File: src/rtl/csp_pkg.sv
package csp_pkg;
  localparam int WORD_W = 16;

  typedef struct packed {
    logic       rd;
    logic [1:0] rsvd;
    logic [4:0] addr;
    logic [7:0] data;
  } sec_word_t;

  function automatic logic in_window(int pos, int start, int len);
    return (pos >= start) && (pos < start + len);
  endfunction

  function automatic logic req_in_word(logic [WORD_W-1:0] w);
    return w[0];
  endfunction

  function automatic logic [WORD_W-1:0] sec_reply(logic [7:0] v);
    return {8'h00, v};
  endfunction
endpackage

File: src/rtl/csp_fs_timer.sv
module csp_fs_timer #(
  parameter int PERIOD    = 128,
  parameter int FRAME_LEN = 16,
  parameter int SEC_OFS   = 64
) (
  input  logic clk,
  input  logic rst_n,
  input  logic en,
  input  logic sec_hold,
  output logic fs_gen_n
);
  import csp_pkg::*;
  localparam int CW = $clog2(PERIOD);
  localparam logic [CW-1:0] LAST = CW'(PERIOD - 1);

  logic [CW-1:0] cnt, cnt_n;

  assign cnt_n = (cnt == LAST) ? '0 : cnt + 1'b1;

  always_ff @(posedge clk or negedge rst_n) begin
    if (!rst_n)   cnt <= LAST;
    else if (!en) cnt <= LAST;
    else          cnt <= cnt_n;
  end

  assign fs_gen_n = !(in_window(int'(cnt_n), 0, FRAME_LEN) ||
                      (sec_hold && in_window(int'(cnt_n), SEC_OFS, FRAME_LEN)));
endmodule

File: src/rtl/csp_shifter.sv
module csp_shifter #(
  parameter int W = 16
) (
  input  logic         clk,
  input  logic         rst_n,
  input  logic         load,
  input  logic [W-1:0] load_word,
  input  logic         inj,
  input  logic [7:0]   inj_byte,
  input  logic         shift_en,
  input  logic         cap_en,
  input  logic         sdi,
  output logic         tx_bit,
  output logic [W-1:0] rx_word
);
  logic [W-1:0] sh;

  always_ff @(posedge clk or negedge rst_n) begin
    if (!rst_n) begin
      tx_bit <= 1'b0;
      sh     <= '0;
    end else if (load) begin
      tx_bit <= load_word[W-1];
      sh     <= load_word << 1;
    end else if (inj) begin
      tx_bit <= inj_byte[7];
      sh     <= {inj_byte[6:0], {(W-7){1'b0}}};
    end else if (shift_en) begin
      tx_bit <= sh[W-1];
      sh     <= sh << 1;
    end
  end

  always_ff @(negedge clk or negedge rst_n) begin
    if (!rst_n)      rx_word <= '0;
    else if (cap_en) rx_word <= {rx_word[W-2:0], sdi};
  end
endmodule

File: src/rtl/csp_regs.sv
module csp_regs #(
  parameter int NREG      = 8,
  parameter int MODE_ADDR = 2
) (
  input  logic       clk,
  input  logic       rst_n,
  input  logic       we,
  input  logic [4:0] wr_addr,
  input  logic [7:0] wr_data,
  input  logic [4:0] rd_addr,
  output logic [7:0] rd_data,
  output logic       bypass_en,
  output logic       flag_bit
);
  localparam int IW = (NREG > 1) ? $clog2(NREG) : 1;

  logic [7:0] regs [NREG];

  for (genvar i = 0; i < NREG; i++) begin : g_reg
    always_ff @(posedge clk or negedge rst_n) begin
      if (!rst_n)                           regs[i] <= '0;
      else if (we && int'(wr_addr) == i)    regs[i] <= wr_data;
    end
  end

  assign rd_data   = (int'(rd_addr) < NREG) ? regs[rd_addr[IW-1:0]] : 8'h00;
  assign bypass_en = regs[MODE_ADDR][0];
  assign flag_bit  = regs[MODE_ADDR][1];
endmodule

File: src/rtl/codec_serial_port.sv
module codec_serial_port #(
  parameter int PERIOD    = 128,
  parameter int FRAME_LEN = 16,
  parameter int SEC_OFS   = 64,
  parameter int NREG      = 8,
  parameter int MODE_ADDR = 2
) (
  input  logic        bit_clk,
  input  logic        rst_n,
  input  logic        mstr_en,
  input  logic        fs_in,
  output logic        fs_out,
  output logic        fs_oe,
  input  logic        sdi,
  output logic        sdo,
  output logic        sdo_oe,
  input  logic        sec_req,
  input  logic        bypass_in,
  output logic        ctl_flag,
  input  logic [15:0] tx_sample,
  output logic [15:0] rx_sample,
  output logic        rx_valid
);
  import csp_pkg::*;
  localparam int PW = $clog2(WORD_W) + 1;
  localparam logic [PW-1:0] INJ_POS = PW'(WORD_W / 2);

  logic fs_q, fs_now, fs_gen_n;
  logic sec_pend, sec_act;
  logic frm_start, frm_end, pri_start, sec_start, pri_end, sec_end;
  logic shift_en, inj, tx_bit;
  logic [PW-1:0] pos_idx;
  logic [WORD_W-1:0] rx_word, load_word;
  logic [7:0] rd_data;
  logic bypass_en, flag_bit;
  sec_word_t sw;

  csp_fs_timer #(.PERIOD(PERIOD), .FRAME_LEN(FRAME_LEN), .SEC_OFS(SEC_OFS)) u_timer (
    .clk(bit_clk), .rst_n(rst_n), .en(mstr_en),
    .sec_hold(sec_pend | sec_act), .fs_gen_n(fs_gen_n));

  assign fs_now    = mstr_en ? fs_gen_n : fs_in;
  assign frm_start = fs_q && !fs_now;
  assign frm_end   = !fs_q && fs_now;
  assign pri_start = frm_start && !sec_pend;
  assign sec_start = frm_start && sec_pend;
  assign pri_end   = frm_end && !sec_act;
  assign sec_end   = frm_end && sec_act;
  assign shift_en  = !fs_q && !fs_now;
  assign inj       = shift_en && sec_act && (pos_idx == INJ_POS);
  assign sw        = sec_word_t'(rx_word);
  assign load_word = pri_start ? tx_sample : sec_reply(8'h00);

  always_ff @(posedge bit_clk or negedge rst_n) begin
    if (!rst_n) begin
      fs_q      <= 1'b1;
      sec_pend  <= 1'b0;
      sec_act   <= 1'b0;
      pos_idx   <= '0;
      rx_sample <= '0;
      rx_valid  <= 1'b0;
    end else begin
      fs_q     <= fs_now;
      rx_valid <= pri_end;
      if (frm_start)                              pos_idx <= PW'(1);
      else if (shift_en && pos_idx != '1)         pos_idx <= pos_idx + 1'b1;
      if (sec_start)                              sec_act <= 1'b1;
      else if (frm_end)                           sec_act <= 1'b0;
      if (sec_start)                              sec_pend <= 1'b0;
      else if (pri_end && (sec_req || req_in_word(rx_word))) sec_pend <= 1'b1;
      if (pri_end)                                rx_sample <= rx_word;
    end
  end

  csp_shifter #(.W(WORD_W)) u_shift (
    .clk(bit_clk), .rst_n(rst_n), .load(frm_start), .load_word(load_word),
    .inj(inj), .inj_byte(rd_data), .shift_en(shift_en),
    .cap_en(!fs_q), .sdi(sdi), .tx_bit(tx_bit), .rx_word(rx_word));

  csp_regs #(.NREG(NREG), .MODE_ADDR(MODE_ADDR)) u_regs (
    .clk(bit_clk), .rst_n(rst_n),
    .we(sec_end && !sw.rd), .wr_addr(sw.addr), .wr_data(sw.data),
    .rd_addr(rx_word[4:0]), .rd_data(rd_data),
    .bypass_en(bypass_en), .flag_bit(flag_bit));

  assign fs_out   = fs_q;
  assign fs_oe    = mstr_en;
  assign sdo_oe   = !fs_q;
  assign sdo      = (sec_act && bypass_en) ? bypass_in : tx_bit;
  assign ctl_flag = bypass_en && flag_bit;
endmodule

File: config.mk
export PLATFORM = sky130hd
export DESIGN_NAME = codec_serial_port
export DESIGN_NICKNAME = d
export VERILOG_FILES = /design/src/rtl/csp_pkg.sv /design/src/rtl/csp_fs_timer.sv /design/src/rtl/csp_shifter.sv /design/src/rtl/csp_regs.sv /design/src/rtl/codec_serial_port.sv
export SDC_FILE = /design/constraint.sdc
export NUM_CORES = 1
export LEC_CHECK = 0
export BUFFER_PORTS_ARGS = -buffer_cell sky130_fd_sc_hd__buf_2
export CORE_MARGIN = 2
export CORE_UTILIZATION = 40
export DETAILED_ROUTE_END_ITERATION = 8
export GPL_ROUTABILITY_DRIVEN = 1
export GPL_TIMING_DRIVEN = 1
export HOLD_SLACK_MARGIN = 0.12
export SETUP_SLACK_MARGIN = 0.02
export SYNTH_ARGS = -nofsm -noshare
export SYNTH_HDL_FRONTEND = slang
export SYNTH_HIERARCHICAL = 1
export SYNTH_SLANG_ARGS = --single-unit
File: constraint.sdc
create_clock -name bit_clk -period 5.3 [get_ports bit_clk]
set_input_delay 1.59 -clock bit_clk [delete_from_list [all_inputs] [get_ports bit_clk]]
set_output_delay 1.59 -clock bit_clk [all_outputs]
set_load 0.03 [all_outputs]
# Yosys cells after proc, flatten, opt, wreduce, memory -nomap -nowiden
# Cells that the tools add are included.
# word_totals
reg_bits	129
latchBits	0
mem_bits_rw	0
romBits	0
out_inout_bits	22
mem_count	0
# classes
addsub	2
n_mul	0
div	0
n_lt_le_gt_ge	5
eq_ne	10
shift	0
n_mux	21
bitwise_logic	2
reduce_logical	37
# ops
operator	count
2-to-1 mux 16 bit	4
== test 5 x 4 -> 1 bit, second input constant	5
binary-select mux 8 bit (select 3 bit)	1
logical AND 1 bit	24
2-to-1 mux 8 bit	3
2-to-1 mux 7 bit	2
== test 5 x 3 -> 1 bit, second input constant	2
2-to-1 mux 5 bit	2
2-to-1 mux 1 bit	9
adder 7 x 1 -> 7 bit, second input constant	1
== test 7 bit, second input constant	1
>= comparator 7 bit, second input constant	1
less-than comparator 7 x 5 -> 1 bit, second input constant	1
less-than comparator 7 bit, second input constant	1
logical NOT 1 bit	6
nonzero test 2 bit	3
adder 5 x 1 -> 5 bit, second input constant	1
== test 5 x 2 -> 1 bit, second input constant	1
logical NOT 5 bit	1
less-than comparator 5 x 4 -> 1 bit, second input constant	1
inequality test 5 bit, second input constant	1
>= comparator 4 bit, second input constant	1
inverter 3 -> 4 bit	1
nonzero test 3 bit	1
2 further kinds	3

# Logic depth before layout (Yosys ltp)
# depth
word_depth	14
mapped_depth	12
mapped_depth_nobuf	10

# Modules after synthesis
# Netlist, hierarchy kept.
# modules_own_cells
mod	instances	cells_each	area_per_inst_um2
csp_regs	1	212	3027.9
csp_shifter	1	109	1431.4
codec_serial_port	1	109	1283.7
csp_fs_timer	1	32	346.6

==> results_dict.tcl <==
set metrics [dict create \
    outcome "completed" \
    die_x_um 127.4 \
    nNetsFinal 540 \
    critical_path_class "flip-flop to flip-flop" \
    core.rowCount 45 \
    multiInputGateArea_sq_um 2693 \
    floorplan.die_area_sq_um 16230 \
    setup-tns-final_ns 0 \
    p_clk_share_pct 27.2 \
    drt-wirelength-per-cell_um 17.16 \
    core_area_sq_um 15030 \
    mostFrequentLayoutCells "dfrtp_1, mux2_2, buf_2" \
    hold_buffers 0 \
    max-clock-path-buffers 2 \
    antenna_found_initial 0 \
    syn_to_final_growth_pct 16.38 \
    grt_setup_unrepaired "false" \
    post-cts-setup-buffers 0 \
    internal_power_uw 2889 \
    max-slew-margin-rel_pct 37.64 \
    initial_utilization_pct 40.51 \
    synth_area_per_cell_sq_um 13.18 \
    power.share.switching_pct 34.06 \
    setup_ws_ns 0.6991 \
    n_fill_cell 1372 \
    switching_power_uw 1492 \
    power_after_layout_uw 4382 \
    antenna_fix_cells 0 \
    detail_route.wirelength.met1_um 5738 \
    pwr-share-seq_pct 38.1 \
    detailed_route_wire_length_um 12250 \
    post_cts.resized_instances 0 \
    postSynth.asyncResetShare_pct 100.0 \
    vias_per_cell 5.287 \
    min-delay-path-class "flip-flop to flip-flop" \
    cts-root-buf "clkbuf_16" \
    layout-drive-gt1-share_pct 41.06 \
    chipHeight_um 127.4 \
    wl_met3_um 368 \
    total_power_divided_by_cell_area_nw_per_um2 618.3 \
    top_layer_used "met4" \
    seq_area_frac_synth_pct 52.76 \
    synth_edf_count 0 \
    synth.distinct_cells 56 \
    tritoncts "done" \
    critPathCaptureType "flip-flop" \
    timing.hold.ws_ns 0.4804 \
    gpl.final_weighted_congestion 0.7689 \
    final_count_of_pins_violating_max_slew 0 \
    largest_net_degree_at_the_start_of_global_routing 53 \
    finalCoreUtilization_pct 47.14 \
    maxCapViolations 0 \
    grt.overflow.total 0 \
    track_usage_pct 16.21 \
    hpwl_um 8207 \
    post_synthesis_instance_area_sq_um 6090 \
    cts_htree_levels 4 \
    crit_required_ns 5.59 \
    vias 3775 \
    vdd_ir_drop_max_v 0.0002854 \
    clock_pin_slew_worst_setup_and_hold_paths_ns 0.05 \
    postRouteAntennaNets 0 \
    synth_seq_cells 128 \
    yosys_most_used_dff "dfrtp_1" \
    first_global_vias 3918 \
    grt_pass1_wl_um 20330 \
    clock-sinks 128 \
    pre_cts_ws_ns 0.5485 \
    detail_route.iter0.violations 212 \
    routed-wl-met2_um 5921 \
    syn_nets 489 \
    drt-pass1-iter-count 4 \
    final_setup_fails 0 \
    pwr-share-comb_pct 34.7 \
    synthesized_instance_count 462 \
    register_area_sq_um 3213 \
    drc 0 \
    yosysWarningCount 6 \
    cp.arrival_ns 4.89 \
    finClkSkew_ns 0.02661 \
    worstMarginPinSlew_ns 0.9319 \
    worst_setup_path_start_kind "flip-flop" \
    place.port_buffers 44 \
    number_of_buffers_inserted_during_clock_tree_synthesis 17 \
    final_common_cell "dfrtp_1" \
    final_hold_violation_count 0 \
    cp_max_fo 8 \
    boundaryPins 45 \
    clock_latency_ns 0.41 \
    total_leakage_power_uw 0.003383 \
]
==> stage by stage <==
| stage | area, sq um | instances |
|---|---|---|
| after floorplan | 6090 | 462 |
| after global placement | 6474 | 682 |
| after detailed placement | 6474 | 682 |
| after CTS | 7087 | 714 |
| after global routing | 7087 | 714 |
| final | 7087 | 714 |
==> final timing paths <==
kind                                                 start                         endpoint  slack, ns  cells past startpoint
max                        u_shift/rx_word[15]$_DFFE_NN0P_      u_regs/regs[37]$_DFFE_PN0P_       0.70                      4
min                        u_shift/rx_word[15]$_DFFE_NN0P_  u_shift/rx_word[15]$_DFFE_NN0P_       0.48                      1
max reg2reg                u_shift/rx_word[15]$_DFFE_NN0P_      u_regs/regs[37]$_DFFE_PN0P_       0.70                      4
min reg2reg                u_shift/rx_word[15]$_DFFE_NN0P_  u_shift/rx_word[15]$_DFFE_NN0P_       0.48                      1
max in group asynchronous                            rst_n  u_shift/rx_word[11]$_DFFE_NN0P_       1.19                      1
min in group asynchronous                            rst_n         rx_sample[0]$_DFFE_PN0P_       1.16                      1
==> power groups by stage <==
stage	sequential (uW)	combinational [uW]	clock (uW)
global placement	1670	1510	0
CTS	1680	1540	1220
finish	1670	1520	1190
floorplan	1730	1070	0
detailed placement	1690	1540	0
global route	1730	1660	1260
==> layout make-up <==
type                            count  share of cell area, %
Clock buffer                       27                  7.239
Clock inverter                      5                  1.412
Inverter                            6                 0.3178
Multi-Input combinational cell    306                  37.99
Sequential cell                   128                  45.34
Tap cell                          188                  3.319
Timing Repair Buffer               54                  4.379
==> worst max-delay path, stage by stage (launching register included) <==
cell and delay (ns):
dfrtn_1 0.35, nor3_1 0.27, nor4b_4 0.40, and3_1 0.45, mux2_2 0.38
==> Yosys cell counts, drive strengths merged (2+ instances only) <==
cell	count	area, sq um
nand2	21	93.84
dfstp	8	210.2
dfrtn	16	400.4
mux2	97	1122
ha	4	50.05
nand4	2	12.51
or2	3	21.27
nor2b	6	37.54
nand3	6	35.03
nand2b	2	12.51
nor3	13	81.33
a21oi	6	33.78
o21ai	25	151.4
clkbuf	6	22.52
mux2i	41	414.1
and3	3	23.77
or3	2	12.51
inv	5	18.77
and3b	5	48.80
a22o	17	148.9
xor2	3	26.28
and2	19	118.9
nor2	6	22.52
a22oi	12	90.09
buf	16	138.9
dfrtp	104	2603
==> state kept, by name, summed over array words and instances (netlist names) <==
register          count
sec_act               1
rx_valid              1
u_regs/bypass_en      1
fs_out                1
rx_sample            16
u_regs/flag_bit       1
u_shift/sh           15
pos_idx               5
sec_pend              1
u_shift/tx_bit        1
u_shift/rx_word      16
u_regs/regs          62
u_timer/cnt           7
==> cells by family after synthesis <==
group | after synthesis | synth area share, %
mux | 138 | 25.23
xor+xnor | 4 | 0.5754
compound gates | 66 | 7.808
fa+ha+maj | 4 | 0.8219
simple gates | 94 | 9.780
flops | 128 | 52.76
buf+inv | 28 | 3.020
==> routing by layer <==
layer,track usage (%),up-vias
met1,20.92,1918
li1,-,1790
met4,6.529,0
met3,4.104,12
met5,0,-
met2,26.23,55
Note: power is estimated with default switching activity, not from simulation.
